===== config.mk =====
export PLATFORM = sky130hd
export DESIGN_NAME = ecc_err_log
export DESIGN_NICKNAME = d
export VERILOG_FILES = /design/src/rtl/ecc_log_pkg.sv /design/src/rtl/ecc_log_ctrl.sv /design/src/rtl/ecc_log_dp.sv /design/src/rtl/ecc_err_log.sv
export SDC_FILE = /design/constraint.sdc
export NUM_CORES = 1
export LEC_CHECK = 0
export BUFFER_PORTS_ARGS = -buffer_cell sky130_fd_sc_hd__buf_2
export CAP_MARGIN = 25
export CORE_MARGIN = 3
export CORE_UTILIZATION = 41
export DETAILED_ROUTE_END_ITERATION = 10
export PLACE_DENSITY_LB_ADDON = 0.05
export SKIP_LAST_GASP = 1
export SLEW_MARGIN = 20
export SYNTH_ARGS = -nofsm -noshare
export SYNTH_HDL_FRONTEND = slang
export SYNTH_HIERARCHICAL = 1
export SYNTH_SLANG_ARGS = --single-unit

===== constraint.sdc =====
create_clock -name clk -period 2.8 [get_ports clk]
set_input_delay 0.7 -clock clk [delete_from_list [all_inputs] [get_ports clk]]
set_output_delay 0.7 -clock clk [all_outputs]
set_load 0.05 [all_outputs]

===== src/rtl/ecc_log_pkg.sv =====
package ecc_log_pkg;

  // fixed low control/status positions; software decodes these
  localparam int BIT_SBE  = 0;
  localparam int BIT_MBE  = 1;
  localparam int BIT_NMI  = 2;
  localparam int BIT_BERR = 3;
  localparam int FIELD_LSB = 4;

  typedef struct packed {
    logic capture;       // latch address/syndrome and set a status bit
    logic captureIsMbe;  // kind of the captured event
    logic clearStatus;   // drop both status bits
    logic loadEnables;   // take the control bits from write data
  } ctlStrobes_t;

endpackage


===== src/rtl/ecc_log_ctrl.sv =====
module ecc_log_ctrl
  import ecc_log_pkg::*;
(
  input  logic        clk,
  input  logic        rstN,
  input  logic        sbeEvt,
  input  logic        mbeEvt,
  input  logic        wrEn,
  input  logic        wrClrSbe,
  input  logic        wrClrMbe,
  input  logic        logBusy,
  output ctlStrobes_t strobes
);

  logic anyEvt;
  logic clearReq;
  logic armed;

  assign anyEvt   = sbeEvt | mbeEvt;
  assign clearReq = wrEn & (wrClrSbe | wrClrMbe);
  // a clear in this cycle re-arms capture for an event in the same cycle
  assign armed    = ~logBusy | clearReq;

  always_comb begin
    strobes              = '0;
    strobes.loadEnables  = wrEn;
    strobes.clearStatus  = clearReq;
    strobes.capture      = anyEvt & armed;
    strobes.captureIsMbe = mbeEvt;
  end

  // a busy log with no clear must never request capture
  assert_no_capture_busy_R5: assert property (@(posedge clk) disable iff (!rstN)
    (logBusy && !clearReq) |-> !strobes.capture);

  // multi-bit wins when both strobes arrive together
  assert_mbe_priority_R4: assert property (@(posedge clk) disable iff (!rstN)
    (strobes.capture && mbeEvt) |-> strobes.captureIsMbe);

endmodule


===== src/rtl/ecc_log_dp.sv =====
module ecc_log_dp
  import ecc_log_pkg::*;
#(
  parameter int ADDR_KEEP = 19,
  parameter int SYN_W     = 8
) (
  input  logic                 clk,
  input  logic                 rstN,
  input  ctlStrobes_t          strobes,
  input  logic [ADDR_KEEP-1:0] captAddr,
  input  logic [SYN_W-1:0]     captSyn,
  input  logic                 wdScrubDis,
  input  logic                 wdBerrEn,
  input  logic                 wdNmiEn,
  output logic                 sbeStat,
  output logic                 mbeStat,
  output logic [ADDR_KEEP-1:0] addrField,
  output logic [SYN_W-1:0]     synField,
  output logic                 scrubDis,
  output logic                 berrEn,
  output logic                 nmiEn
);

  always_ff @(posedge clk) begin
    if (!rstN) begin
      sbeStat   <= 1'b0;
      mbeStat   <= 1'b0;
      addrField <= '0;
      synField  <= '0;
      scrubDis  <= 1'b0;
      berrEn    <= 1'b0;
      nmiEn     <= 1'b0;
    end else begin
      if (strobes.loadEnables) begin
        scrubDis <= wdScrubDis;
        berrEn   <= wdBerrEn;
        nmiEn    <= wdNmiEn;
      end
      if (strobes.clearStatus) begin
        sbeStat <= 1'b0;
        mbeStat <= 1'b0;
      end
      if (strobes.capture) begin
        sbeStat   <= ~strobes.captureIsMbe;
        mbeStat   <= strobes.captureIsMbe;
        addrField <= captAddr;
        synField  <= captSyn;
      end
    end
  end

  // at most one kind of error is ever logged
  assert_one_status_R4: assert property (@(posedge clk) disable iff (!rstN)
    $onehot0({sbeStat, mbeStat}));

  // a logged error keeps its address and syndrome until cleared
  assert_hold_fields_R5: assert property (@(posedge clk) disable iff (!rstN)
    ((sbeStat || mbeStat) && !strobes.clearStatus) |=>
      ($stable(addrField) && $stable(synField)));

  // a clear with no competing capture empties the status
  assert_clear_both_R6: assert property (@(posedge clk) disable iff (!rstN)
    (strobes.clearStatus && !strobes.capture) |=> (!sbeStat && !mbeStat));

endmodule


===== src/rtl/ecc_err_log.sv =====
module ecc_err_log
  import ecc_log_pkg::*;
#(
  parameter  int ADDR_W    = 32,
  parameter  int ADDR_KEEP = 19,
  parameter  int SYN_W     = 8,
  localparam int ADDR_LSB  = FIELD_LSB + SYN_W,
  localparam int ADDR_MSB  = ADDR_LSB + ADDR_KEEP - 1,
  localparam int BIT_SCRUB = ADDR_MSB + 1,
  localparam int REG_W     = BIT_SCRUB + 1
) (
  input  logic              clk,
  input  logic              rstN,
  input  logic              sbeEvt,
  input  logic              mbeEvt,
  input  logic [ADDR_W-1:0] errAddr,
  input  logic [SYN_W-1:0]  errSyndrome,
  input  logic              regWrEn,
  input  logic [REG_W-1:0]  regWrData,
  output logic [REG_W-1:0]  regRdData,
  output logic              nmiReq,
  output logic              busErrReq,
  output logic              scrubEn
);

  ctlStrobes_t          strobes;
  logic                 sbeStat, mbeStat;
  logic [ADDR_KEEP-1:0] addrField;
  logic [SYN_W-1:0]     synField;
  logic                 scrubDis, berrEn, nmiEn;
  logic                 unusedBits;

  // read-only field positions in write data and low address bits are not used
  assign unusedBits = ^{regWrData[ADDR_MSB:FIELD_LSB], errAddr[ADDR_W-ADDR_KEEP-1:0]};

  ecc_log_ctrl u_ctrl (
    .clk      (clk),
    .rstN     (rstN),
    .sbeEvt   (sbeEvt),
    .mbeEvt   (mbeEvt),
    .wrEn     (regWrEn),
    .wrClrSbe (regWrData[BIT_SBE]),
    .wrClrMbe (regWrData[BIT_MBE]),
    .logBusy  (sbeStat | mbeStat),
    .strobes  (strobes)
  );

  ecc_log_dp #(
    .ADDR_KEEP (ADDR_KEEP),
    .SYN_W     (SYN_W)
  ) u_dp (
    .clk        (clk),
    .rstN       (rstN),
    .strobes    (strobes),
    .captAddr   (errAddr[ADDR_W-1 -: ADDR_KEEP]),
    .captSyn    (errSyndrome),
    .wdScrubDis (regWrData[BIT_SCRUB]),
    .wdBerrEn   (regWrData[BIT_BERR]),
    .wdNmiEn    (regWrData[BIT_NMI]),
    .sbeStat    (sbeStat),
    .mbeStat    (mbeStat),
    .addrField  (addrField),
    .synField   (synField),
    .scrubDis   (scrubDis),
    .berrEn     (berrEn),
    .nmiEn      (nmiEn)
  );

  always_comb begin
    regRdData                       = '0;
    regRdData[BIT_SBE]              = sbeStat;
    regRdData[BIT_MBE]              = mbeStat;
    regRdData[BIT_NMI]              = nmiEn;
    regRdData[BIT_BERR]             = berrEn;
    regRdData[ADDR_LSB-1:FIELD_LSB] = synField;
    regRdData[ADDR_MSB:ADDR_LSB]    = addrField;
    regRdData[BIT_SCRUB]            = scrubDis;
  end

  assign nmiReq    = sbeStat & nmiEn;
  assign busErrReq = mbeStat & berrEn;
  assign scrubEn   = ~scrubDis;

  // an armed multi-bit event shows up in the status next cycle
  assert_mbe_logged_R3: assert property (@(posedge clk) disable iff (!rstN)
    (mbeEvt && regRdData[BIT_SBE +: 2] == 2'b00) |=> regRdData[BIT_MBE]);

  // the NMI request never rises without its enable and a logged SBE
  assert_nmi_gated_R9: assert property (@(posedge clk) disable iff (!rstN)
    nmiReq |-> (regRdData[BIT_SBE] && regRdData[BIT_NMI]));

  // the bus-error request never rises without its enable and a logged MBE
  assert_berr_gated_R10: assert property (@(posedge clk) disable iff (!rstN)
    busErrReq |-> (regRdData[BIT_MBE] && regRdData[BIT_BERR]));

endmodule


==> flow_summary.json <==
{
  "rr_startpoint": "u_dp/mbeStat",
  "crit_chain": "and2_2, buf_2",
  "synth_area_leaders": "dfxtp_1 47%, mux2i_1 22%, nor2b_1 14%",
  "cts.clk_slew.worst_paths_ns": 0.09,
  "finalPower_uw": 1086,
  "antenna_found_initial": 0,
  "die_w_microns": 63.60,
  "synth_top_area_share_pct": 47.10,
  "post-route-min-period_ns": 1.782,
  "numClockSinks": 32,
  "synth_top_family_by_area": "multiplexers",
  "p_int_uw": 719.4,
  "cp.depth": 2,
  "start_util_pct": 43.83,
  "synthAdderAreaFrac_pct": 0,
  "arrival_ns": 1.08,
  "syn-num-nets": 196,
  "hold_buffers": 0,
  "power_frac_clock_pct": 24.7,
  "synth_cells": 119,
  "area_growth_syn_to_layout_pct": 26.31,
  "power_frac_seq_pct": 46.9,
  "reg2reg_to": "u_dp/addrField[3]",
  "fp.dieArea_sq_mm": 0.004044,
  "tns_ns": 0,
  "swShare_pct": 33.74,
  "slew_violations": 0,
  "slowest_delay_ns": 0.37,
  "coreArea_sq_mm": 0.003103,
  "status": "complete, no violations",
  "leakage_uw": 0.0009233,
  "io_pins": 112,
  "synth_largest_area_cell": "dfxtp_1",
  "powerDensity_mw_per_mm2": 631.9,
  "cp-endpoint": "busErrReq",
  "post-route-util_pct": 55.36,
  "final-setup-viol-count": 0,
  "synth_seq_cells": 32,
  "cts_buffers": 5,
  "hold_viol": 0,
  "cp-end-kind": "output port",
  "p_comb_share_pct": 28.4,
  "dp_hpwl_microns": 1939,
  "avgSynthCellArea_sq_um": 11.43,
  "vias": 996,
  "insertion_delay_ns": 0.32,
  "peakVddDrop_v": 0.0003299,
  "netlist_area_sq_mm": 0.001360,
  "wl_per_cell_microns": 11.59,
  "grt_max_degree": 34,
  "grt_pass1_vias": 996,
  "globalplace.congestion": 0.6256,
  "dr.pass1.iters": 2,
  "cts_tree": "yes",
  "yosys.area_share.xor_xnor_pct": 0,
  "r2r_cells": 6,
  "fin_nets": 260,
  "hold_ws_ns": 0.5195,
  "slew_headroom_pct": 69.22,
  "fmax_mhz": 561.1,
  "htree_levels": 2,
  "drive_gt1_share_pct": 45.11,
  "synthMuxAreaShare_pct": 22.08,
  "place.port_buffers": 71,
  "synth_compound_area_share_pct": 2.392,
  "drt-total-wl_microns": 2643,
  "final_antenna_net_count": 0,
  "fp.dieH_microns": 63.60,
  "post-route-period-util_pct": 63.66,
  "crit_type": "flop to output port",
  "hp-class": "flop to flop",
  "grt_pass1_wl_microns": 4416,
  "startpoint_type": "flop",
  "clock_skew_ns": 0.003140,
  "r2r_setup_slack_ns": 1.14,
  "setup_ws_ns": 1.018,
  "crit_slowest_cell": "dfxtp_1",
  "synth_warnings": 6,
  "rsz0062_at_grt": "no",
  "synth_cell_types": 18,
  "crit_family": "flip-flops",
  "path_buf_inv": 1,
  "critical_path_peak_fanout": 4,
  "cts_max_path_buffers": 2,
  "root_buffer": "clkbuf_4",
  "route.detailed.drc": 0,
  "drtIter0Drc": 19,
  "diodes": 0,
  "critPathLaunch": "u_dp/mbeStat",
  "cts_resized": 0,
  "grt_usage_pct": 14.13,
  "synth-simple-area-share_pct": 18.12,
  "worstMarginPinSlew_ns": 0.4617,
  "p_switching_uw": 366.2,
  "num_rows": 20,
  "viasPerCell": 4.368,
  "maxCapViolations": 0,
  "ys_seq_area_share_pct": 47.10,
  "cts_setup_buffers": 0,
  "cp.required_ns": 2.10,
  "grt_overflow": 0,
  "dp_slack_ns": 0.6706
}
==> placed cells by master (no fill, tap or decap) <==
cell and instances:
buf_2 71, dfxtp_1 32, and2_1 1, and2_2 1, o22a_2 1, mux2i_1 30, o21a_1 2, or2_1 1
clkbuf_8 1, clkbuf_4 5, buf_12 1, a31o_2 1, nor2b_4 1, and4bb_1 1, clkbuf_1 2, nor3b_2 1
nor2b_1 30, inv_1 2
==> synth_stat cells <==
cell type / count
buf_4: 8
nor3b_2: 1
and2_1: 1
buf_6: 1
dfxtp_1: 32
buf_12: 1
o21a_1: 2
nor2b_4: 1
and4bb_1: 1
o22a_1: 1
inv_1: 2
buf_8: 2
clkbuf_1: 3
nor2b_1: 30
and2_2: 1
mux2i_1: 30
a31o_2: 1
or2_1: 1
==> state kept, by name, summed over array words and instances, names as in the netlist <==
signal,flops
u_dp/addrField,19
u_dp/synField,8
u_dp/berrEn,1
u_dp/mbeStat,1
u_dp/nmiEn,1
u_dp/sbeStat,1
u_dp/scrubDis,1
==> power groups by stage <==
stage / clock [uW] / combinational (uW) / sequential (uW)
finish: 269 / 308 / 509
global route: 303 / 329 / 515
CTS: 283 / 312 / 510
detailed placement: 0 / 312 / 519
global placement: 0 / 307 / 517
floorplan: 0 / 148 / 629
==> through the flow <==
step	area (sq um)	std cells
finish	1718	228
global route	1718	228
CTS	1718	228
detailed placement	1659	220
global placement	1659	220
floorplan	1360	119
==> worst min-delay path by stage <==
stage	from	slack, ns	cells after the start	endpoint
6_report	u_dp/synField[7]	0.52	2	u_dp/synField[7]
5_1_grt	u_dp/addrField[1]	0.55	2	u_dp/addrField[1]
4_1_cts	u_dp/synField[0]	0.53	2	u_dp/synField[0]
3_5_place_dp	u_dp/synField[3]	0.50	2	u_dp/synField[3]
3_3_place_gp	u_dp/addrField[11]	0.49	2	u_dp/addrField[11]
2_1_floorplan	u_dp/berrEn	0.50	2	u_dp/berrEn
==> final cells by class <==
class | instances | area, sq um
clock buffers | 8 | 58.81
fillers | 319 | 1385
inverters | 2 | 7.507
multi-input cells | 70 | 580.6
flip-flops and latches | 32 | 640.6
well taps | 44 | 55.05
repair buffers | 72 | 375.4
==> worst register-to-register path, cell delays in order, from the launching register on <==
cell     delay, ns
dfxtp_1       0.34
or2_1         0.23
inv_1         0.05
o22a_2        0.44
buf_12        0.23
mux2i_1       0.21
nor2b_1       0.06
==> cells by family (layout without fill, tap and decap cells) <==
group                  Yosys count  in the layout
muxes                           30             30
AOI/OAI and AO/OA                4              4
and+or+nand+nor                 36             36
buffers and inverters           17             82
DFF                             32             32
==> metal layers <==
metal / up-vias / GRT usage, % / wire [microns]
li1: 508 / - / -
met1: 436 / 14.69 / 1082
met2: 46 / 24.38 / 1268
met3: 6 / 5.526 / 238
met4: 0 / 7.278 / 53
met5: - / 0 / 0
(Power assumes the default switching activity.)
